<file path="src/rtl/secded_pkg.sv">
package secded_pkg;

  typedef struct packed {
    logic loadEnc;
    logic loadDec;
  } codec_strobe_t;

  function automatic bit isPow2(int p);
    return (p & (p - 1)) == 0;
  endfunction

  // Ordinal of a data slot among non-power-of-two indices >= 1.
  function automatic int dataIdx(int p);
    return p - 1 - $clog2(p + 1);
  endfunction

endpackage

</file>
<file path="src/rtl/secded_ctrl.sv">
module secded_ctrl
  import secded_pkg::*;
(
  input  logic          clk,
  input  logic          rst,
  input  logic [1:0]    inValid,
  output logic [1:0]    inReady,
  output logic [1:0]    outValid,
  input  logic [1:0]    outReady,
  output codec_strobe_t strobe
);
  // channel 0 = encoder, channel 1 = decoder
  logic [1:0] load;
  logic [1:0] validQ;

  for (genvar c = 0; c < 2; c++) begin : gChan
    assign inReady[c] = !validQ[c] || outReady[c];
    assign load[c]    = inValid[c] && inReady[c];

    always_ff @(posedge clk) begin
      if (rst)            validQ[c] <= 1'b0;
      else if (load[c])   validQ[c] <= 1'b1;
      else if (outReady[c]) validQ[c] <= 1'b0;
    end

    // a stalled result keeps its valid
    a_r10_valid_held: assert property (@(posedge clk) disable iff (rst)
      validQ[c] && !outReady[c] |=> validQ[c]);

    // a result only appears after an offered input
    a_r9_valid_from_input: assert property (@(posedge clk) disable iff (rst)
      $rose(validQ[c]) |-> $past(inValid[c]));
  end

  assign outValid       = validQ;
  assign strobe.loadEnc = load[0];
  assign strobe.loadDec = load[1];
endmodule

</file>
<file path="src/rtl/secded_datapath.sv">
module secded_datapath
  import secded_pkg::*;
#(
  parameter int DATA_W = 64,
  parameter int PAR_W  = 7,
  parameter int CW_W   = DATA_W + PAR_W + 1
) (
  input  logic              clk,
  input  logic              rst,
  input  codec_strobe_t     strobe,
  input  logic [DATA_W-1:0] encData,
  input  logic [CW_W-1:0]   decCode,
  output logic [CW_W-1:0]   encCodeQ,
  output logic [DATA_W-1:0] decDataQ,
  output logic              decSingleQ,
  output logic              decDoubleQ,
  output logic [PAR_W-1:0]  decSynQ
);

  function automatic logic [CW_W-1:0] coverMask(int k);
    logic [CW_W-1:0] m;
    m = '0;
    for (int i = 1; i < CW_W; i++)
      if (((i >> k) & 1) == 1) m[i] = 1'b1;
    return m;
  endfunction

  // ---------------- encoder ----------------
  logic [CW_W-1:0]  dataPlaced;
  logic [PAR_W-1:0] checkBits;
  logic [CW_W-1:0]  encWord;

  for (genvar p = 0; p < CW_W; p++) begin : gPlace
    if (p != 0 && !isPow2(p)) begin : gData
      assign dataPlaced[p] = encData[dataIdx(p)];
    end else begin : gHole
      assign dataPlaced[p] = 1'b0;
    end
  end

  for (genvar k = 0; k < PAR_W; k++) begin : gCheck
    assign checkBits[k] = ^(dataPlaced & coverMask(k));
  end

  always_comb begin
    encWord = dataPlaced;
    for (int k = 0; k < PAR_W; k++) encWord[1 << k] = checkBits[k];
    encWord[0] = ^encWord;
  end

  // ---------------- decoder ----------------
  logic [PAR_W-1:0]  syn;
  logic              parOdd, synNonZero, inRange, fixEn, isSingle, isDouble;
  logic [DATA_W-1:0] decDataNext;

  always_comb begin
    syn = '0;
    for (int i = 1; i < CW_W; i++)
      if (decCode[i]) syn = syn ^ PAR_W'(i);
  end

  assign parOdd     = ^decCode;
  assign synNonZero = |syn;
  assign inRange    = syn <= PAR_W'(CW_W - 1);
  assign fixEn      = parOdd && synNonZero && inRange;
  assign isSingle   = parOdd && (!synNonZero || inRange);
  assign isDouble   = synNonZero && (!parOdd || !inRange);

  for (genvar p = 1; p < CW_W; p++) begin : gExtract
    if (!isPow2(p)) begin : gData
      assign decDataNext[dataIdx(p)] = decCode[p] ^ (fixEn && (syn == PAR_W'(p)));
    end
  end

  // ---------------- output registers ----------------
  always_ff @(posedge clk) begin
    if (rst) begin
      encCodeQ   <= '0;
      decDataQ   <= '0;
      decSingleQ <= 1'b0;
      decDoubleQ <= 1'b0;
      decSynQ    <= '0;
    end else begin
      if (strobe.loadEnc) encCodeQ <= encWord;
      if (strobe.loadDec) begin
        decDataQ   <= decDataNext;
        decSingleQ <= isSingle;
        decDoubleQ <= isDouble;
        decSynQ    <= syn;
      end
    end
  end

  // payloads hold while nothing is loaded
  a_r10_enc_payload_stable: assert property (@(posedge clk) disable iff (rst)
    !strobe.loadEnc |=> $stable(encCodeQ));
  a_r10_dec_payload_stable: assert property (@(posedge clk) disable iff (rst)
    !strobe.loadDec |=> $stable(decDataQ) && $stable(decSynQ));
  // an uncorrectable word always carries a non-zero syndrome
  a_r7_double_nonzero_syn: assert property (@(posedge clk) disable iff (rst)
    decDoubleQ |-> decSynQ != '0);
  // the two flags never rise together
  a_r5_flags_exclusive: assert property (@(posedge clk) disable iff (rst)
    !(decSingleQ && decDoubleQ));
endmodule

</file>
<file path="src/rtl/secded_codec.sv">
module secded_codec
  import secded_pkg::*;
#(
  parameter int DATA_W = 64,
  parameter int PAR_W  = 7,
  localparam int CW_W  = DATA_W + PAR_W + 1
) (
  input  logic              clk,
  input  logic              rst,
  input  logic              encInValid,
  output logic              encInReady,
  input  logic [DATA_W-1:0] encData,
  output logic              encOutValid,
  input  logic              encOutReady,
  output logic [CW_W-1:0]   encCode,
  input  logic              decInValid,
  output logic              decInReady,
  input  logic [CW_W-1:0]   decCode,
  output logic              decOutValid,
  input  logic              decOutReady,
  output logic [DATA_W-1:0] decData,
  output logic              decSingle,
  output logic              decDouble,
  output logic [PAR_W-1:0]  decSyndrome
);
  codec_strobe_t strobe;
  logic [1:0] inReadyV, outValidV;

  secded_ctrl u_ctrl (
    .clk      (clk),
    .rst      (rst),
    .inValid  ({decInValid, encInValid}),
    .inReady  (inReadyV),
    .outValid (outValidV),
    .outReady ({decOutReady, encOutReady}),
    .strobe   (strobe)
  );

  secded_datapath #(.DATA_W(DATA_W), .PAR_W(PAR_W), .CW_W(CW_W)) u_dp (
    .clk        (clk),
    .rst        (rst),
    .strobe     (strobe),
    .encData    (encData),
    .decCode    (decCode),
    .encCodeQ   (encCode),
    .decDataQ   (decData),
    .decSingleQ (decSingle),
    .decDoubleQ (decDouble),
    .decSynQ    (decSyndrome)
  );

  assign encInReady  = inReadyV[0];
  assign decInReady  = inReadyV[1];
  assign encOutValid = outValidV[0];
  assign decOutValid = outValidV[1];

  // nothing is valid in the cycle after reset
  a_r11_reset_clears: assert property (@(posedge clk)
    $past(rst) |-> !encOutValid && !decOutValid);
endmodule

</file>
<file path="config.mk">
export PLATFORM = sky130hd
export DESIGN_NAME = secded_codec
export DESIGN_NICKNAME = d
export VERILOG_FILES = /design/src/rtl/secded_pkg.sv /design/src/rtl/secded_ctrl.sv /design/src/rtl/secded_datapath.sv /design/src/rtl/secded_codec.sv
export SDC_FILE = /design/constraint.sdc
export NUM_CORES = 1
export LEC_CHECK = 0
export CAP_MARGIN = 0
export CORE_MARGIN = 1.5
export CORE_UTILIZATION = 46
export CTS_CLUSTER_SIZE = 28
export DETAILED_ROUTE_END_ITERATION = 8
export PLACE_DENSITY = 0.81
export SKIP_CTS_REPAIR_TIMING = 1
export SLEW_MARGIN = 15
export SYNTH_ARGS = -nofsm -noshare
export SYNTH_HDL_FRONTEND = slang
export SYNTH_SLANG_ARGS = --single-unit
</file>
<file path="constraint.sdc">
create_clock -name clk -period 3.9 [get_ports clk]
set_input_delay 0.585 -clock clk [delete_from_list [all_inputs] [get_ports clk]]
set_output_delay 0.585 -clock clk [all_outputs]
set_load 0.02 [all_outputs]
</file>
==> flow_metrics.tcl, run 1 <==
set metrics [dict create \
    netlist_area_mm2 0.00848 \
    path_cells "clkdlybuf4s50_1 -> buf_4 -> xnor2_1 -> xnor2_2 -> xnor3_1 -> xnor2_2 -> xor2_2 -> o211ai_1 -> buf_4 -> or3_1 -> a311oi_1" \
    path_max_fanout 8 \
    intPower_mw 4.77 \
    yosys_warnings 0 \
    synth_edf_count 0 \
    io_pins 291 \
    reg2reg_depth 5 \
    clockBufferDepth 2 \
    min_from "u_dp.encCodeQ[29]$_SDFFE_PP0P_" \
    path_class "in2reg" \
    regArea_mm2 0.00294 \
    fillers 1400 \
    ir_drop_uv 421 \
    synth.distinct_cells 32 \
    p_leak_nw 4.45 \
    num_rows 49 \
    diodes 0 \
    p_switching_mw 3.21 \
    p_clk_share_pct 21.9 \
    setup_viol 0 \
    initial_utilization_pct 47.1 \
    worstMarginPinSlew_ps 700 \
    ys.flop_type "dfxtp_1" \
    clock_sinks 147 \
    cts-buffers-inserted 17 \
    power.share.switching_pct 40.2 \
    cts_max_level 4 \
    coreArea_mm2 0.0180 \
    drt-initial-drc-count 608 \
    cap_violations 0 \
    clock_latency_ps 420 \
    cts-root-buf "clkbuf_16" \
    routedWlPerCell_um 18.2 \
    drv_slew 0 \
    vias 8523 \
    r2r_slack_ps 2200 \
    place_congestion 0.903 \
    cp_slowest_cell "clkdlybuf4s50_1" \
    clkSlewWorstSetupHoldPaths_ps 60 \
    syn_inst 998 \
    post-dp-hpwl_mm 21.3 \
    min_period_ps 3590 \
    via_per_inst 5.46 \
    p_comb_share_pct 56.1 \
    fin_skew_ps 16.6 \
    finalPower_mw 7.98 \
    r2r-end "u_dp.decDataQ[8]$_SDFFE_PP0P_" \
    overflow 0 \
    critPathRequiredTime_ps 4220 \
    grt_setup_unrepaired "false" \
    async_flop_share_pct 0 \
    wl_mm 28.5 \
    fin_nets 1463 \
    ant_nets 0 \
    fin_util_pct 70.2 \
    die-width_um 139 \
    ys_seq_area_share_pct 34.7 \
    fp.dieH_um 139 \
    status "finished clean" \
    worstHoldPathType "reg2reg" \
    whs_path_depth 2 \
    firstDrtPassIters 5 \
    period_share_pct 92.2 \
    grt_pass1_vias 8217 \
    dp_cells 1531 \
    multi_input_area_mm2 0.00531 \
    areaGrowthSynthToFinish_pct 49.2 \
    stdcell_count 1562 \
    drive_gt1_share_pct 9.15 \
    synth_seq_cells 147 \
    seq_power_share_pct 22.1 \
    syn_avg_cell_area_um2 8.50 \
    max_stage_delay_ps 450 \
    die_area_mm2 0.0193 \
    grt_max_degree 86 \
    syn-num-nets 1140 \
    slew_headroom_pct 53.3 \
    crit_path_start_kind "input pin" \
    cp-end-kind "flop" \
    clock.fmax_ghz 0.278 \
    track_usage_pct 28.5 \
    min_to "u_dp.encCodeQ[29]$_SDFFE_PP0P_" \
    antenna_found_initial 1 \
    cts_tree "built" \
    cp.arrival_ps 3920 \
    remaining_drc_errors 0 \
    numPortBuffers 290 \
    grt_pass1_wl_mm 43.3 \
    worstReg2RegStart "u_ctrl.outValid[1]$_SDFFE_PP0P_" \
    powerDensity_mw_per_mm2 630 \
    hold_violations 0 \
]
-- critical path, delay by kind of cell --
| kind | cells | cell delay [ps] |
|---|---|---|
| and+or+nand+nor | 1 | 350 |
| buffers and inverters | 3 | 840 |
| AOI/OAI and AO/OA | 2 | 550 |
| xor gates and xnor gates | 5 | 1590 |
-- routing by layer --
metal,track usage [%],vias to the layer above,part of all wire (%)
li1,-,4101,-
met1,33.0,3925,38
met2,48.4,416,48
met3,6.46,79,8.2
met4,16.2,2,5.0
met5,0,-,0.039
-- synthesized netlist by cell type (2+ instances only) --
cell type	instances	area [um^2]
a211oi_1	7	52.6
a21oi_1	73	365
a311oi_1	64	561
and2_1	3	18.8
and3_1	2	12.5
and3b_1	2	17.5
buf_1	6	22.5
clkbuf_1	52	195
dfxtp_1	147	2940
inv_1	2	7.51
nand2_1	135	507
nand2b_1	2	12.5
nand4_1	9	56.3
nor2_1	80	300
nor3_1	3	15.0
nor3b_1	3	22.5
o211ai_1	9	67.6
o21ai_0	66	330
o22ai_1	2	12.5
or3_1	64	400
xnor2_1	214	1870
xnor2_2	9	146
xnor3_1	10	225
xor2_1	24	210
xor2_2	3	48.8
-- flip-flops by register name, indices dropped and copies added, names as in the netlist --
register and cells:
u_dp.encCodeQ 72, u_dp.decDataQ 64, u_dp.decDoubleQ 1, u_dp.decSingleQ 1
u_ctrl.outValid 2, u_dp.decSynQ 7
-- placed cells by master (no fill, tap or decap), types with 2 or more instances in the layout --
cell type,synthesis,final
or3_1,64,64
a21oi_1,73,73
buf_12,0,3
clkbuf_16,0,17
xnor3_1,10,10
clkdlybuf4s50_1,0,289
a211oi_1,7,7
nand4_1,9,9
and3b_1,2,2
nor2_1,80,80
clkinv_2,0,4
nand2b_1,2,2
xor2_2,3,3
clkinv_4,0,4
o211ai_1,9,9
xor2_1,24,24
o21ai_0,66,66
xnor2_2,9,9
nand2_1,135,134
nor3_1,3,3
a311oi_1,64,64
and3_1,2,2
inv_1,2,2
dfxtp_1,147,147
o22ai_1,2,2
bufinv_16,0,4
xnor2_1,214,214
nor3b_1,3,3
buf_4,0,72
-- logic make-up (layout without fill, tap and decap cells) --
group | count (synthesis) | in the layout | share of synthesized area (%)
simple gates | 306 | 306 | 16.4
buf+inv | 62 | 397 | 2.85
compound gates | 223 | 223 | 16.6
flops | 147 | 147 | 34.7
xor+xnor | 260 | 260 | 29.5
-- area by class of cell --
cell class | instances | area share [%]
Clock inverter | 13 | 1.45
Sequential cell | 147 | 23.2
Multi-Input combinational cell | 789 | 41.9
Tap cell | 229 | 2.26
Timing Repair Buffer | 364 | 27.6
Inverter | 2 | 0.0593
Clock buffer | 18 | 3.47
-- power groups by stage --
stage          clock [mW]  sequential [mW]  combinational (mW)
4_1_cts              1.77             1.76                4.41
3_3_place_gp            0             1.78                4.28
3_5_place_dp            0             1.79                4.38
2_1_floorplan           0             1.98                2.30
5_1_grt              1.85             1.78                4.73
6_report             1.74             1.76                4.47
-- how the worst max path moves through the flow --
stage | slack, ps | endpoint | from
4_1_cts | 340 | u_dp.decDataQ[14]$_SDFFE_PP0P_ | decCode[53]
2_1_floorplan | 790 | u_dp.decDataQ[51]$_SDFFE_PP0P_ | decCode[24]
5_1_grt | 130 | u_dp.decDataQ[20]$_SDFFE_PP0P_ | decCode[15]
6_report | 310 | u_dp.decDataQ[14]$_SDFFE_PP0P_ | decCode[53]
3_3_place_gp | -10 | u_dp.decDataQ[35]$_SDFFE_PP0P_ | decCode[53]
3_5_place_dp | -80 | u_dp.decDataQ[14]$_SDFFE_PP0P_ | decCode[53]
-- through the flow --
step | hold slack [ps] | TNS [ps] | cell area, um^2 | worst slack [ps]
3_3_place_gp | 440 | -26.7 | 12000 | -12.6
6_report | 452 | 0 | 12700 | 306
3_5_place_dp | 446 | -467 | 12000 | -82.1
5_1_grt | 471 | 0 | 12700 | 132
2_1_floorplan | 530 | 0 | 8480 | 789
4_1_cts | 454 | 0 | 12700 | 344
Note: power is estimated with default switching activity, not from simulation.
==> run 2: changes to the inputs <==
Settings changed: SKIP_CTS_REPAIR_TIMING 1 to unset, TNS_END_PERCENT set to 10.
==> results of run 2 <==
No change in the layout: final DEF, timing and power equal those of run 1.
==> run 3: changes to the inputs <==
Settings changed: CORE_MARGIN 1.5 to 2.
==> flow_metrics.tcl, run 3 (synthesized netlist as in run 1, its figures left out) <==
set metrics [dict create \
    status "finished clean" \
    cp.arrival_ps 3890 \
    min_period_ps 3560 \
    worstHoldPathType "reg2reg" \
    hold_violations 0 \
    final_common_cell "clkdlybuf4s50_1" \
    critPathRequiredTime_ps 4220 \
    p_leak_nw 4.41 \
    powerDensity_mw_per_mm2 633 \
    drive_gt1_share_pct 9.08 \
    grt_setup_unrepaired "false" \
    initial_utilization_pct 47.1 \
    antenna_found_initial 1 \
    num_rows 49 \
    die-width_um 140 \
    cap_violations 0 \
    path_cells "clkdlybuf4s50_1 -> buf_4 -> xnor2_1 -> xnor2_2 -> xnor3_1 -> xnor2_2 -> xor2_2 -> o211ai_1 -> buf_4 -> or3_1 -> a311oi_1" \
    cp-end-kind "flop" \
    max_stage_delay_ps 490 \
    fin_skew_ps 13.4 \
    setup_viol 0 \
    fin_nets 1461 \
    path_max_fanout 8 \
    die_area_mm2 0.0195 \
    drt-initial-drc-count 539 \
    post_cts_buffers 0 \
    wl_mm 28.6 \
    ant_nets 0 \
    routedWlPerCell_um 18.3 \
    period_share_pct 91.4 \
    grt_pass1_wl_mm 43.5 \
    largest_reg_flops 72 \
    cts-buffers-inserted 17 \
    clock_sinks 147 \
    track_usage_pct 28.3 \
    cts_max_level 4 \
    overflow 0 \
    fp.dieH_um 140 \
    ir_drop_uv 515 \
    hold_buffers 0 \
    dp_cells 1529 \
    areaGrowthSynthToFinish_pct 48.9 \
    cts_tree "built" \
    clkSlewWorstSetupHoldPaths_ps 60 \
    clockBufferDepth 2 \
    coreArea_mm2 0.0180 \
    io_pins 291 \
    via_per_inst 5.44 \
    firstDrtPassIters 5 \
    r2r_slack_ps 2030 \
    grt_pass1_vias 8073 \
    crit_path_start_kind "input pin" \
    worstMarginPinSlew_ps 984 \
    mostFrequentLayoutCells "clkdlybuf4s50_1, xnor2_1, dfxtp_1" \
    drv_slew 0 \
    reg_top3 "u_dp.encCodeQ: 72 flops, u_dp.decDataQ: 64 flops, u_dp.decSynQ: 7 flops" \
    cp_slowest_cell "clkdlybuf4s50_1" \
    slew_headroom_pct 34.2 \
    cts-root-buf "clkbuf_16" \
    path_class "in2reg" \
    post-dp-hpwl_mm 21.6 \
    grt_max_degree 82 \
    finalPower_mw 7.99 \
    numPortBuffers 290 \
    clock.fmax_ghz 0.281 \
    clock_latency_ps 420 \
    cts_resized 0 \
    regMostFlops "u_dp.encCodeQ" \
    stdcell_count 1562 \
    totalNegativeSetupSlack_ps 0 \
    remaining_drc_errors 0 \
    vias 8492 \
    place_congestion 0.941 \
]
[run 3: power breakdown]
part | internal, mW | switching, mW
sequential | 1.67 | 0.0871
clock | 1.01 | 0.687
combinational | 2.07 | 2.47
total | 4.75 | 3.24
[run 3: area by class of cell]
class	instances	area, um^2
Sequential cell	147	2940
Tap cell	229	287
Clock buffer	17	425
Antenna cell	1	2.50
Timing Repair Buffer	362	3480
Multi-Input combinational cell	789	5310
Inverter	2	7.51
Fill cell	1411	5390
Clock inverter	15	181
[run 3: metrics by stage]
| step | setup WS [ps] | hold slack, ps | util (%) | instance area (um^2) |
|---|---|---|---|---|
| floorplan | 789 | 530 | - | 8480 |
| global placement | 40.7 | 438 | 66.7 | 12000 |
| detailed placement | -65.2 | 446 | 66.7 | 12000 |
| CTS | 383 | 454 | 70.1 | 12600 |
| global route | 193 | 471 | 70.1 | 12600 |
| finish | 337 | 453 | 70.1 | 12600 |
[run 3: layer usage]
metal | track usage, % | vias to the layer above | share of wire, % | wire, um
li1 | - | 4087 | - | -
met1 | 33.8 | 3929 | 39 | 11100
met2 | 48.4 | 402 | 49 | 13900
met3 | 6.95 | 72 | 8.4 | 2390
met4 | 12.1 | 2 | 3.8 | 1080
met5 | 0 | - | 0.049 | 14
[run 3: critical path: cells and delay by family]
family | cells | cell delay (ps)
xor+xnor | 5 | 1500
buf+inv | 3 | 910
compound gates | 2 | 560
simple gates | 1 | 330
[run 3: path summary, 6_finish.rpt]
check	end	startpoint	cells after the start
max	u_dp.decDataQ[7]$_SDFFE_PP0P_	decCode[54]	11
min	u_dp.encCodeQ[23]$_SDFFE_PP0P_	u_dp.encCodeQ[23]$_SDFFE_PP0P_	2
max reg2reg	u_dp.encCodeQ[35]$_SDFFE_PP0P_	u_ctrl.outValid[0]$_SDFFE_PP0P_	5
min reg2reg	u_dp.encCodeQ[23]$_SDFFE_PP0P_	u_dp.encCodeQ[23]$_SDFFE_PP0P_	2
